## src/rtl/rs_pkg.sv

```systemverilog
package rs_pkg;
    parameter int TAG_W  = 3;
    parameter int DATA_W = 32;

    typedef struct packed {
        logic              rdy;
        logic [TAG_W-1:0]  tag;
        logic [DATA_W-1:0] val;
    } rs_src_t;

    typedef struct packed {
        logic             is_mul;
        logic [TAG_W-1:0] dst;
        rs_src_t          a;
        rs_src_t          b;
    } rs_op_t;

    typedef enum logic [1:0] {
        ST_FREE  = 2'd0,
        ST_WAIT  = 2'd1,
        ST_READY = 2'd2
    } rs_state_e;

    function automatic rs_src_t rs_snoop(input rs_src_t s, input logic v,
                                         input logic [TAG_W-1:0] t,
                                         input logic [DATA_W-1:0] d);
        rs_src_t r;
        r = s;
        if (!s.rdy && v && (s.tag == t)) begin
            r.rdy = 1'b1;
            r.val = d;
        end
        return r;
    endfunction
endpackage

```

## src/rtl/rs_station.sv

```systemverilog
module rs_station
    import rs_pkg::*;
(
    input  logic              clk,
    input  logic              rst_n,
    input  logic              alloc,
    input  rs_op_t            alloc_op,
    input  logic              pick,
    input  logic              bc_valid,
    input  logic [TAG_W-1:0]  bc_tag,
    input  logic [DATA_W-1:0] bc_data,
    output rs_state_e         state,
    output logic              is_mul,
    output logic [TAG_W-1:0]  dst,
    output logic [DATA_W-1:0] a_val,
    output logic [DATA_W-1:0] b_val
);
    rs_state_e state_q, state_d;
    rs_op_t    op_q, op_d;

    // operand capture: new entry or snoop of a held one
    always_comb begin
        op_d = op_q;
        if (alloc) begin
            op_d   = alloc_op;
            op_d.a = rs_snoop(alloc_op.a, bc_valid, bc_tag, bc_data);
            op_d.b = rs_snoop(alloc_op.b, bc_valid, bc_tag, bc_data);
        end else if (state_q != ST_FREE) begin
            op_d.a = rs_snoop(op_q.a, bc_valid, bc_tag, bc_data);
            op_d.b = rs_snoop(op_q.b, bc_valid, bc_tag, bc_data);
        end
    end

    // next state
    always_comb begin
        state_d = state_q;
        unique case (state_q)
            ST_FREE: begin
                if (alloc)
                    state_d = (op_d.a.rdy && op_d.b.rdy) ? ST_READY : ST_WAIT;
            end
            ST_WAIT: begin
                if (op_d.a.rdy && op_d.b.rdy)
                    state_d = ST_READY;
            end
            ST_READY: begin
                if (pick) begin
                    if (alloc)
                        state_d = (op_d.a.rdy && op_d.b.rdy) ? ST_READY : ST_WAIT;
                    else
                        state_d = ST_FREE;
                end
            end
            default: state_d = ST_FREE;
        endcase
    end

    // state register
    always_ff @(posedge clk) begin
        if (!rst_n) begin
            state_q <= ST_FREE;
            op_q    <= '0;
        end else begin
            state_q <= state_d;
            op_q    <= op_d;
        end
    end

    // outputs
    always_comb begin
        state  = state_q;
        is_mul = op_q.is_mul;
        dst    = op_q.dst;
        a_val  = op_q.a.val;
        b_val  = op_q.b.val;
    end
endmodule

```

## src/rtl/rs_age_matrix.sv

```systemverilog
module rs_age_matrix #(
    parameter int NUM_ST = 4
) (
    input  logic                     clk,
    input  logic                     rst_n,
    input  logic [NUM_ST-1:0]        alloc,
    output logic [NUM_ST*NUM_ST-1:0] older_flat
);
    // older_q[j][i] = 1 when station j was filled before station i
    logic [NUM_ST-1:0] older_q [NUM_ST];

    for (genvar j = 0; j < NUM_ST; j++) begin : g_row
        always_ff @(posedge clk) begin
            if (!rst_n) begin
                for (int i = 0; i < NUM_ST; i++)
                    older_q[j][i] <= (j < i);
            end else begin
                for (int i = 0; i < NUM_ST; i++) begin
                    if (alloc[i])
                        older_q[j][i] <= (i != j);
                    else if (alloc[j])
                        older_q[j][i] <= 1'b0;
                end
            end
        end
        assign older_flat[j*NUM_ST +: NUM_ST] = older_q[j];
    end
endmodule

```

## src/rtl/rs_oldest_pick.sv

```systemverilog
module rs_oldest_pick #(
    parameter int NUM_ST = 4
) (
    input  logic [NUM_ST-1:0]        cand,
    input  logic [NUM_ST*NUM_ST-1:0] older_flat,
    output logic [NUM_ST-1:0]        win
);
    for (genvar i = 0; i < NUM_ST; i++) begin : g_col
        logic blocked;
        always_comb begin
            blocked = 1'b0;
            for (int j = 0; j < NUM_ST; j++)
                if (cand[j] && older_flat[j*NUM_ST + i])
                    blocked = 1'b1;
        end
        assign win[i] = cand[i] && !blocked;
    end
endmodule

```

## src/rtl/rs_sched.sv

```systemverilog
module rs_sched
    import rs_pkg::*;
#(
    parameter int NUM_ST = 4
) (
    input  logic              clk,
    input  logic              rst_n,
    input  logic              iss_valid,
    output logic              iss_ready,
    input  logic              iss_mul,
    input  logic [TAG_W-1:0]  iss_dst,
    input  logic              iss_a_rdy,
    input  logic [TAG_W-1:0]  iss_a_tag,
    input  logic [DATA_W-1:0] iss_a_val,
    input  logic              iss_b_rdy,
    input  logic [TAG_W-1:0]  iss_b_tag,
    input  logic [DATA_W-1:0] iss_b_val,
    input  logic              bc_valid,
    input  logic [TAG_W-1:0]  bc_tag,
    input  logic [DATA_W-1:0] bc_data,
    output logic              pool_full,
    input  logic              mul_idle,
    output logic              mul_go,
    output logic [TAG_W-1:0]  mul_dst,
    output logic [DATA_W-1:0] mul_a,
    output logic [DATA_W-1:0] mul_b,
    output logic              alu_go,
    output logic [TAG_W-1:0]  alu_dst,
    output logic [DATA_W-1:0] alu_a,
    output logic [DATA_W-1:0] alu_b
);
    localparam int MAT_W = NUM_ST * NUM_ST;

    rs_op_t            new_op;
    rs_state_e         st_state [NUM_ST];
    logic              st_mul   [NUM_ST];
    logic [TAG_W-1:0]  st_dst   [NUM_ST];
    logic [DATA_W-1:0] st_a     [NUM_ST];
    logic [DATA_W-1:0] st_b     [NUM_ST];

    logic [NUM_ST-1:0] cand_mul, cand_alu, win_mul, win_alu, pick;
    logic [NUM_ST-1:0] avail, occupied, slot_oh, alloc;
    logic [MAT_W-1:0]  older_flat;
    logic              found;

    always_comb begin
        new_op.is_mul = iss_mul;
        new_op.dst    = iss_dst;
        new_op.a      = '{rdy: iss_a_rdy, tag: iss_a_tag, val: iss_a_val};
        new_op.b      = '{rdy: iss_b_rdy, tag: iss_b_tag, val: iss_b_val};
    end

    for (genvar i = 0; i < NUM_ST; i++) begin : g_st
        rs_station u_st (
            .clk      (clk),
            .rst_n    (rst_n),
            .alloc    (alloc[i]),
            .alloc_op (new_op),
            .pick     (pick[i]),
            .bc_valid (bc_valid),
            .bc_tag   (bc_tag),
            .bc_data  (bc_data),
            .state    (st_state[i]),
            .is_mul   (st_mul[i]),
            .dst      (st_dst[i]),
            .a_val    (st_a[i]),
            .b_val    (st_b[i])
        );
        assign cand_mul[i] = (st_state[i] == ST_READY) && st_mul[i] && mul_idle;
        assign cand_alu[i] = (st_state[i] == ST_READY) && !st_mul[i];
        assign occupied[i] = (st_state[i] != ST_FREE);
        assign avail[i]    = !occupied[i] || pick[i];
    end

    rs_age_matrix #(.NUM_ST(NUM_ST)) u_age (
        .clk        (clk),
        .rst_n      (rst_n),
        .alloc      (alloc),
        .older_flat (older_flat)
    );

    rs_oldest_pick #(.NUM_ST(NUM_ST)) u_pick_mul (
        .cand       (cand_mul),
        .older_flat (older_flat),
        .win        (win_mul)
    );

    rs_oldest_pick #(.NUM_ST(NUM_ST)) u_pick_alu (
        .cand       (cand_alu),
        .older_flat (older_flat),
        .win        (win_alu)
    );

    assign pick = win_mul | win_alu;

    // lowest available station takes the new instruction
    always_comb begin
        slot_oh = '0;
        found   = 1'b0;
        for (int i = 0; i < NUM_ST; i++) begin
            if (avail[i] && !found) begin
                slot_oh[i] = 1'b1;
                found      = 1'b1;
            end
        end
    end

    assign iss_ready = |avail;
    assign alloc     = iss_valid ? slot_oh : '0;
    assign pool_full = &occupied;

    // dispatch multiplexers (one-hot select)
    always_comb begin
        mul_go  = |win_mul;
        alu_go  = |win_alu;
        mul_dst = '0;
        mul_a   = '0;
        mul_b   = '0;
        alu_dst = '0;
        alu_a   = '0;
        alu_b   = '0;
        for (int i = 0; i < NUM_ST; i++) begin
            if (win_mul[i]) begin
                mul_dst |= st_dst[i];
                mul_a   |= st_a[i];
                mul_b   |= st_b[i];
            end
            if (win_alu[i]) begin
                alu_dst |= st_dst[i];
                alu_a   |= st_a[i];
                alu_b   |= st_b[i];
            end
        end
    end
endmodule

```

## config.mk

```make
export PLATFORM = sky130hd
export DESIGN_NAME = rs_sched
export DESIGN_NICKNAME = d
export VERILOG_FILES = /design/src/rtl/rs_pkg.sv /design/src/rtl/rs_station.sv /design/src/rtl/rs_age_matrix.sv /design/src/rtl/rs_oldest_pick.sv /design/src/rtl/rs_sched.sv
export SDC_FILE = /design/constraint.sdc
export NUM_CORES = 1
export LEC_CHECK = 0
export BUFFER_PORTS_ARGS = -buffer_cell sky130_fd_sc_hd__buf_2
export CORE_MARGIN = 2
export CORE_UTILIZATION = 60
export DETAILED_ROUTE_END_ITERATION = 12
export GPL_TIMING_DRIVEN = 1
export PLACE_DENSITY_LB_ADDON = 0.1
export SYNTH_ARGS = -nofsm -noshare
export SYNTH_HDL_FRONTEND = slang
export SYNTH_SLANG_ARGS = --single-unit
```

## constraint.sdc

```tcl
create_clock -name clk -period 5.8 [get_ports clk]
set_clock_uncertainty 0.05 [all_clocks]
set_input_delay 1.45 -clock clk [delete_from_list [all_inputs] [get_ports clk]]
set_output_delay 1.45 -clock clk [all_outputs]
set_load 0.1 [all_outputs]
```

==> results.md <==
- Run status: finished clean
- Final Slew Violations: 0
- Initial Utilization: 61.1%
- Clock Latency Late Sink: 0.53 ns
- H-tree depth: 2
- Hold depth: 2
- Fill count: 2,561
- Placement Rows: 64
- Tmin final: 5.28 ns
- Critical Path AT: 3.78 ns
- Die area: 0.0326 mm2
- DR iter-0 viols: 3,180
- Hold_buf cts: 0
- Actual slew at the worst max-slew pin: 1.26 ns
- Ports: 254
- Mapped Area: 0.0187 mm2
- Buffers added on ports: 253
- Seq. cell area: 0.00660 mm2
- Syn Area/Cell: 7.61 um2
- Slew Limit Headroom: 15.7%
- GPL Wtd Cong: 0.906
- Vias in the first global route: 19,700
- Fin crit share: 91.0%
- Post-synth EDFFs: 11
- First-pass GRT wire length: 111 mm
- CP max FO: 29
- Setup TNS Final: 0 ns
- Area leader, netlist: dfxtp_1
- Share of layout cells above drive strength 1: 15.0%
- Achievable Freq: 0.190 GHz
- Die Span Y: 181 um
- Nets: 2,656
- Synth async-reset ratio: 0%
- Synth cell types: 67
- Syn Nets: 2,578
- Synth warn: 0
- Placed insts: 2,898
- Finished Layout Cells: 2,971
- Endpoints failing hold: 0
- Seq/Total Area, Yosys: 35.2%
- Post-CTS sizing: 0
- WL final: 72.8 mm
- RSZ-0062 raised after global routing: false
- DPL Wire Length: 42.0 mm
- TritonCTS Buffers: 36
- Most frequent cells in the layout: nand2_1 (730), dfxtp_1 (313), buf_2 (252)
- GRT Util Overall: 42.5%
- Core ar.: 0.0307 mm2
- Multi-input logic area: 0.0112 mm2
- Final setup violation count: 0
- Cell count after synthesis: 2,462
- Total grt overflow: 0
- Die width: 181 um
- Setup bufs post-CTS: 0
- Commonest non-fill, non-tap cell in the layout: nand2_1
- Clock slew at reported path FFs: 0.06 ns
- DR vias: 21,000
- Clock tree buffer depth: 3
- Final Power: 6.22 mW
- Max Cap Violations: 0
- Post-route DRC: 0
- DRT antenna net count: 0
- CP required: 4.30 ns
- Final Util: 69.5%
- Hold WC Path Type: flop to flop
- Final Cell Area: 0.0213 mm2
- Leak pwr: 9.37 nW
- R2R depth: 8
- Cell Area, Placed: 0.0200 mm2
- Largest net degree at the start of global routing: 300
- Root buffer cell: clkbuf_16
- Top-area cell type share of the netlist area: 33.5%
- Crit end category: output pin
- CTS tree: done
- Yosys reg bits: 324
- Clock sinks: 324
- Avg Vias per Cell: 7.06
- Drt pass-1 iters: 6
- Initial antenna violation count: 13
- Top FF cell, synth: dfxtp_1
- Crit Path Class: input pin to output pin
- Worst VDD drop: 170 uV
- Startpoint types: input pin
- Wire per inst: 24.5 um
- Cell Pwr Density: 292 mW/mm2
- Area Growth Syn to Fin: 13.9%
- Synth area leaders: dfxtp_1 (33%), nand2_1 (15%), o211ai_1 (8.5%)
==> metal layers <==
metal / global-route usage, % / up-vias / routed length [um]
met5: 0 / - / 51
met2: 66.0 / 1732 / 31800
met4: 25.5 / 8 / 4590
met3: 9.09 / 367 / 9470
li1: - / 9118 / -
met1: 54.4 / 9759 / 26900
==> sequential cells by signal, summed over array words and instances, names as in the netlist <==
signal and cells:
g_st.u_st.dst 12, g_st.u_st.op_q 32, g_st.u_st.is_mul 4, g_st.u_st.b_val 128, g_st.u_st.a_val 128, u_age.older_q 12
g_st.u_st.state 8
==> Yosys cell counts, types with 17 or more instances <==
| library cell | number |
|---|---|
| a21boi_0 | 40 |
| a21oi_1 | 31 |
| a221o_1 | 73 |
| a22o_1 | 63 |
| a22oi_1 | 149 |
| a31oi_1 | 17 |
| and2_1 | 18 |
| and3_1 | 225 |
| buf_1 | 19 |
| buf_2 | 30 |
| clkbuf_1 | 197 |
| dfxtp_1 | 313 |
| inv_1 | 24 |
| mux2i_1 | 49 |
| nand2_1 | 731 |
| nand3_1 | 29 |
| nor2_1 | 61 |
| o211ai_1 | 212 |
| o21ai_0 | 23 |
| xnor2_1 | 28 |
==> cell families (layout without fill, tap and decap cells) <==
logic type,Yosys count,count (layout),share of synthesized area (%)
flip-flops,324,324,35.2
AO/OA/AOI/OAI,660,660,27.6
AND/OR/NAND/NOR,1126,1126,27.3
XOR/XNOR,30,30,1.40
other,0,9,0
buffers and inverters,273,377,5.77
multiplexers,49,49,2.62
==> critical path, cell delays in order <==
cell and delay, ns:
buf_2 0.14, and4b_1 0.25, a211oi_1 0.36, and2_4 0.55, buf_4 0.36, a22oi_1 0.10
nand2_1 0.10, buf_2 0.43
==> worst paths after layout <==
path	from	end	slack, ns
worst max register to register	g_st[0].u_st.state[0]	u_age.older_q[1][3]	1.93
worst min-delay path	g_st[2].u_st.op_q[33]	g_st[2].u_st.op_q[33]	0.43
worst min register to register	g_st[2].u_st.op_q[33]	g_st[2].u_st.op_q[33]	0.43
worst max-delay path	mul_idle	mul_a[1]	0.52
==> per-stage QoR <==
| stage | hold slack, ns | worst slack (ns) |
|---|---|---|
| after floorplan | 0.398 | 0.696 |
| after global placement | 0.410 | 0.650 |
| after detailed placement | 0.416 | 0.604 |
| after CTS | 0.425 | 0.584 |
| after global routing | 0.449 | 0.468 |
| final | 0.425 | 0.524 |
==> area by class of cell <==
type	count	area share, %
well taps	396	2.32
repair buffers	289	7.70
clock buffers	46	4.78
flip-flops and latches	324	30.9
inverters	24	0.422
diodes	9	0.106
multi-input cells	1865	52.4
clock inverters	18	1.37
==> power by group <==
part | internal [mW] | switching [mW]
combinational | 0.344 | 0.760
clock | 1.60 | 0.976
sequential | 2.40 | 0.148
total | 4.34 | 1.88
No activity file was read; power rests on OpenSTA's default activity.
